### config.mk
export PLATFORM = sky130hd
export DESIGN_NAME = mm_write_master
export DESIGN_NICKNAME = d
export VERILOG_FILES = /design/src/rtl/mm_write_master.sv
export SDC_FILE = /design/constraint.sdc
export NUM_CORES = 1
export LEC_CHECK = 0
export ABC_CLOCK_PERIOD_IN_PS = 5500
export BUFFER_PORTS_ARGS = -buffer_cell sky130_fd_sc_hd__buf_2
export CAP_MARGIN = 20
export CORE_MARGIN = 2
export CORE_UTILIZATION = 60
export CTS_CLUSTER_SIZE = 16
export DETAILED_ROUTE_END_ITERATION = 16
export PLACE_DENSITY_LB_ADDON = 0.3
export SETUP_SLACK_MARGIN = 0.5
export SYNTH_ARGS = -nofsm -noshare
export SYNTH_HDL_FRONTEND = slang
export SYNTH_SLANG_ARGS = --single-unit
### constraint.sdc
create_clock -name clk -period 5.5 [get_ports clk]
set_input_delay 1.1 -clock clk [delete_from_list [all_inputs] [get_ports clk]]
set_output_delay 1.1 -clock clk [all_outputs]
set_load 0.01 [all_outputs]
### src/rtl/mm_write_master.sv
module mm_write_master #(
  parameter int AW    = 32,
  parameter int DW    = 32,
  parameter int LW    = 32,
  parameter int DEPTH = 16
) (
  input  logic          clk,
  input  logic          rst_n,
  input  logic [AW-1:0] cfg_base,
  input  logic [LW-1:0] cfg_len,
  input  logic          cfg_hold_addr,
  input  logic          go,
  output logic          done,
  input  logic          push,
  input  logic [DW-1:0] push_data,
  output logic          fifo_full,
  output logic [AW-1:0] bus_addr,
  output logic [DW-1:0] bus_wdata,
  output logic          bus_write,
  input  logic          bus_waitreq
);
  localparam int BYTES = DW / 8;
  localparam int PW    = $clog2(DEPTH);
  localparam int CW    = $clog2(DEPTH + 1);

  logic [DW-1:0] mem [DEPTH];
  logic [PW-1:0] wp, rp;
  logic [CW-1:0] level;
  logic          busy, hold_q;
  logic [LW-1:0] left;

  wire accept  = bus_write && !bus_waitreq;
  wire do_push = push && !fifo_full;
  wire start   = go && !busy && (cfg_len != '0);

  assign fifo_full = (level == CW'(DEPTH));
  assign bus_write = busy && (level != '0);
  assign bus_wdata = mem[rp];
  assign done      = !busy;

  always_ff @(posedge clk)
    if (do_push) mem[wp] <= push_data;

  always_ff @(posedge clk) begin
    if (!rst_n) begin
      wp    <= '0;
      rp    <= '0;
      level <= '0;
    end else begin
      if (do_push) wp <= wp + PW'(1);
      if (accept)  rp <= rp + PW'(1);
      case ({do_push, accept})
        2'b10:   level <= level + CW'(1);
        2'b01:   level <= level - CW'(1);
        default: level <= level;
      endcase
    end
  end

  always_ff @(posedge clk) begin
    if (!rst_n) begin
      busy     <= 1'b0;
      hold_q   <= 1'b0;
      left     <= '0;
      bus_addr <= '0;
    end else if (start) begin
      busy     <= 1'b1;
      hold_q   <= cfg_hold_addr;
      left     <= cfg_len;
      bus_addr <= cfg_base;
    end else if (accept) begin
      left <= left - LW'(BYTES);
      if (!hold_q) bus_addr <= bus_addr + AW'(BYTES);
      if (left <= LW'(BYTES)) busy <= 1'b0;
    end
  end


  stall_hold_chk: assert property (@(posedge clk) disable iff (!rst_n)
    bus_write && bus_waitreq |=> bus_write && $stable(bus_addr) && $stable(bus_wdata));


  fixed_addr_chk: assert property (@(posedge clk) disable iff (!rst_n)
    accept && hold_q |=> bus_addr == $past(bus_addr));


  step_addr_chk: assert property (@(posedge clk) disable iff (!rst_n)
    accept && !hold_q |=> bus_addr == $past(bus_addr) + AW'(BYTES));


  no_overflow_chk: assert property (@(posedge clk) disable iff (!rst_n)
    level <= CW'(DEPTH));


  zero_len_chk: assert property (@(posedge clk) disable iff (!rst_n)
    go && done && cfg_len == '0 |=> done);


  start_chk: assert property (@(posedge clk) disable iff (!rst_n)
    go && done && cfg_len != '0 |=> !done && bus_addr == $past(cfg_base));
endmodule

==> flow_summary.ini <==
[outcome]
outcome = finished, final reports clean

[setup_path]
critPathArrivalTime_ns = 3.23
worst-setup-path-type = reg -> out
reg2reg_depth = 11
crit_fanout = 59
cp-end-kind = primary output
reg2reg_slack_ns = 1.77
cp.required_ns = 4.40
rr_endpoint = level[4]
startpoint_type = flip-flop
regToRegStartpoint = level[1]

[routing]
via_per_inst = 6.37
wl_microns = 53200
first_iter_violations = 1238
first_pass_iters = 7
ant_nets = 0
via_count = 12800
drc = 0
drt-wirelength-per-cell_microns = 26.4

[pwr]
power.switching_w = 0.00203
ir_drop_mv = 0.255
p_int_w = 0.00735
combinationalPowerShare_pct = 6.9
seqPwrFrac_pct = 54.0
switching_share_pct = 21.7
p_leak_nw = 8.62
p_clk_share_pct = 39.1
powerDensity_nw_per_um2 = 346

[clock_tree]
tritoncts = built
cts_max_path_buffers = 3
post_cts_buffers = 0
cts-root-buf = clkbuf_16
cts_hold_buf = 0
cts_buffers = 56
clkSinkCount = 595
clk_pin_slew_worst_paths_ns = 0.06
clk_latency_ns = 0.60
cts_resized = 0
h-tree-depth = 2

[timing]
finClkSkew_ns = 0.0182
setup_tns_ns = 0
hold_viol_final = 0
fin_crit_ns = 4.33
worst_pin_slew_ns = 1.08
holdWs_ns = 0.461
fmax_mhz = 231
rsz0062_at_grt = no
finalSetupViolations = 0
period_share_pct = 78.7
max_slew_margin_pct = 27.8
slew_violations = 0

[hold_path]
min_to = left[1]
worstHoldStart = left[1]
hold_depth = 2
min_path_type = reg -> reg

[run]
maxCapViolCount = 0

[synthesis]
synth_edf_count = 512
yosys.cell_types.count = 62
yosys.area.top_type = edfxtp_1
synth_ff_type = edfxtp_1
synth_area_per_cell_sq_um = 18.7
ys_ff_latch = 595
synth.area.top_cells = edfxtp_1 (65%), mux4_2 (15%), dfxtp_1 (7.0%), a21oi_1 (1.2%), xnor2_1 (1.0%)
async_reset_ff_share_pct = 0
synth_top_area_share_pct = 64.9
yosysWarnings = 0
synthCells = 1263
synthesis.area_sq_um = 23700
syn_nets = 1376
synth-seq-area-share_pct = 72.0

[floorplan]
start_util_pct = 61.0
rows = 72
dieArea_sq_um = 41100
dieWidth_microns = 203
coreArea_sq_um = 38800
num_io_pins = 169
die_y_microns = 203

[grt]
first_global_vias = 13200
overflow = 0
track_usage_pct = 26.6
antenna_found_initial = 3
grt_first_pass_wirelength_microns = 80600
grt_max_degree = 107

[placed_design]
place_inst = 1903
dp_hpwl_microns = 29200
routabilityCongestion = 0.821
port_buffers = 168

[finish]
final_cells = 2014
multi_input_area_sq_um = 6400
seqCellArea_sq_um = 17000
fill_cells = 2384
drive_gt1_share_pct = 31.2
synthToLayoutAreaGrowth_pct = 14.4
nets = 1557
## worst max-delay path, stage by stage (launching register included)
cell and delay, ns:
dfxtp_4 0.81, buf_12 0.50, mux4_2 0.59, mux4_2 0.52
buf_2 0.17
## cells in the mapped netlist (all sizes together), types with 2 or more instances
| library cell | count |
|---|---|
| o22ai | 2 |
| or2 | 3 |
| clkbuf | 47 |
| nand2 | 43 |
| nand2b | 4 |
| nor3b | 3 |
| and2 | 2 |
| buf | 24 |
| nand4 | 9 |
| o2bb2a | 7 |
| o21ai | 29 |
| mux4 | 160 |
| o21a | 2 |
| edfxtp | 512 |
| a31oi | 8 |
| o31ai | 3 |
| nor3 | 18 |
| inv | 16 |
| ha | 11 |
| o2111ai | 3 |
| a2bb2oi | 4 |
| a32oi | 2 |
| xor2 | 11 |
| a21oi | 58 |
| and4 | 4 |
| nor2 | 48 |
| nor2b | 5 |
| xnor2 | 28 |
| nor4 | 21 |
| dfxtp | 83 |
| and3 | 7 |
| or3 | 8 |
| a211oi | 5 |
| nand3 | 21 |
| a22oi | 6 |
| mux2i | 3 |
| a21boi | 3 |
| or4 | 7 |
| o311ai | 7 |
| o211ai | 18 |
## area by class of cell
cell class / instances / share of cell area, %
Timing Repair Buffer: 194 / 4.36
Clock inverter: 30 / 0.822
Inverter: 16 / 0.231
Clock buffer: 75 / 5.59
Multi-Input combinational cell: 581 / 23.6
Tap cell: 518 / 2.39
Antenna cell: 5 / 0.0462
Sequential cell: 595 / 62.9
## per-stage QoR
step           utilization [%]  instance area [sq um]  power (W)  setup slack, ns
6_report                  69.8                  27100    0.00938             1.17
5_1_grt                   69.8                  27100    0.00966            0.961
4_1_cts                   69.7                  27100    0.00944             1.07
3_5_place_dp              65.2                  25300    0.00580             1.42
3_3_place_gp              65.0                  25200    0.00577             1.51
2_1_floorplan                -                  23700    0.00555             1.05
## layer usage
metal  global-route usage [%]  wire (microns)
met3                     3.87            3420
met5                        0              11
met2                     45.1           27700
met4                     9.18            1480
met1                     35.9           20600
## cells in the final DEF, fill, tap and decap left out, drive strengths merged, types with 26 or more instances in the layout
cell type	n
xnor2	28
nor2	48
o21ai	29
nand2	43
a21oi	58
edfxtp	512
buf	194
clkbuf	75
dfxtp	83
mux4	160
clkinv	26
## how the worst max path moves through the flow
| stage | start | depth (start not counted) | end |
|---|---|---|---|
| finish | flip-flop | 4 | bus_wdata[10] |
| global route | flip-flop | 4 | bus_wdata[5] |
| floorplan | push | 3 | mem[3][0] |
| CTS | flip-flop | 4 | bus_wdata[5] |
| detailed placement | bus_waitreq | 12 | level[4] |
| global placement | bus_waitreq | 12 | level[4] |
## kinds of logic (layout without fill, tap and decap cells)
| family | count (synthesis) | after routing | synth area share [%] |
|---|---|---|---|
| flip-flops | 595 | 595 | 72.0 |
| AND/OR/NAND/NOR | 206 | 206 | 4.69 |
| multiplexers | 163 | 163 | 15.3 |
| AO/OA/AOI/OAI | 162 | 162 | 4.46 |
| buffers and inverters | 87 | 315 | 1.53 |
| XOR/XNOR | 39 | 39 | 1.44 |
| adder cells (fa/ha/maj) | 11 | 11 | 0.581 |
| other | 0 | 5 | 0 |
## power groups by stage
| stage | clock network [W] | registers, W | logic (W) |
|---|---|---|---|
| detailed placement | 0 | 0.00516 | 0.000637 |
| finish | 0.00367 | 0.00507 | 0.000643 |
| floorplan | 0 | 0.00514 | 0.000403 |
| global route | 0.00389 | 0.00508 | 0.000698 |
| CTS | 0.00373 | 0.00507 | 0.000645 |
| global placement | 0 | 0.00515 | 0.000621 |
## registers in the layout, summed over array words and instances, names as in the netlist, named ones only
register	flops
busy	1
hold_q	1
mem	512
level	5
rp	4
left	32
wp	4
bus_addr	32
(Power assumes the default switching activity.)
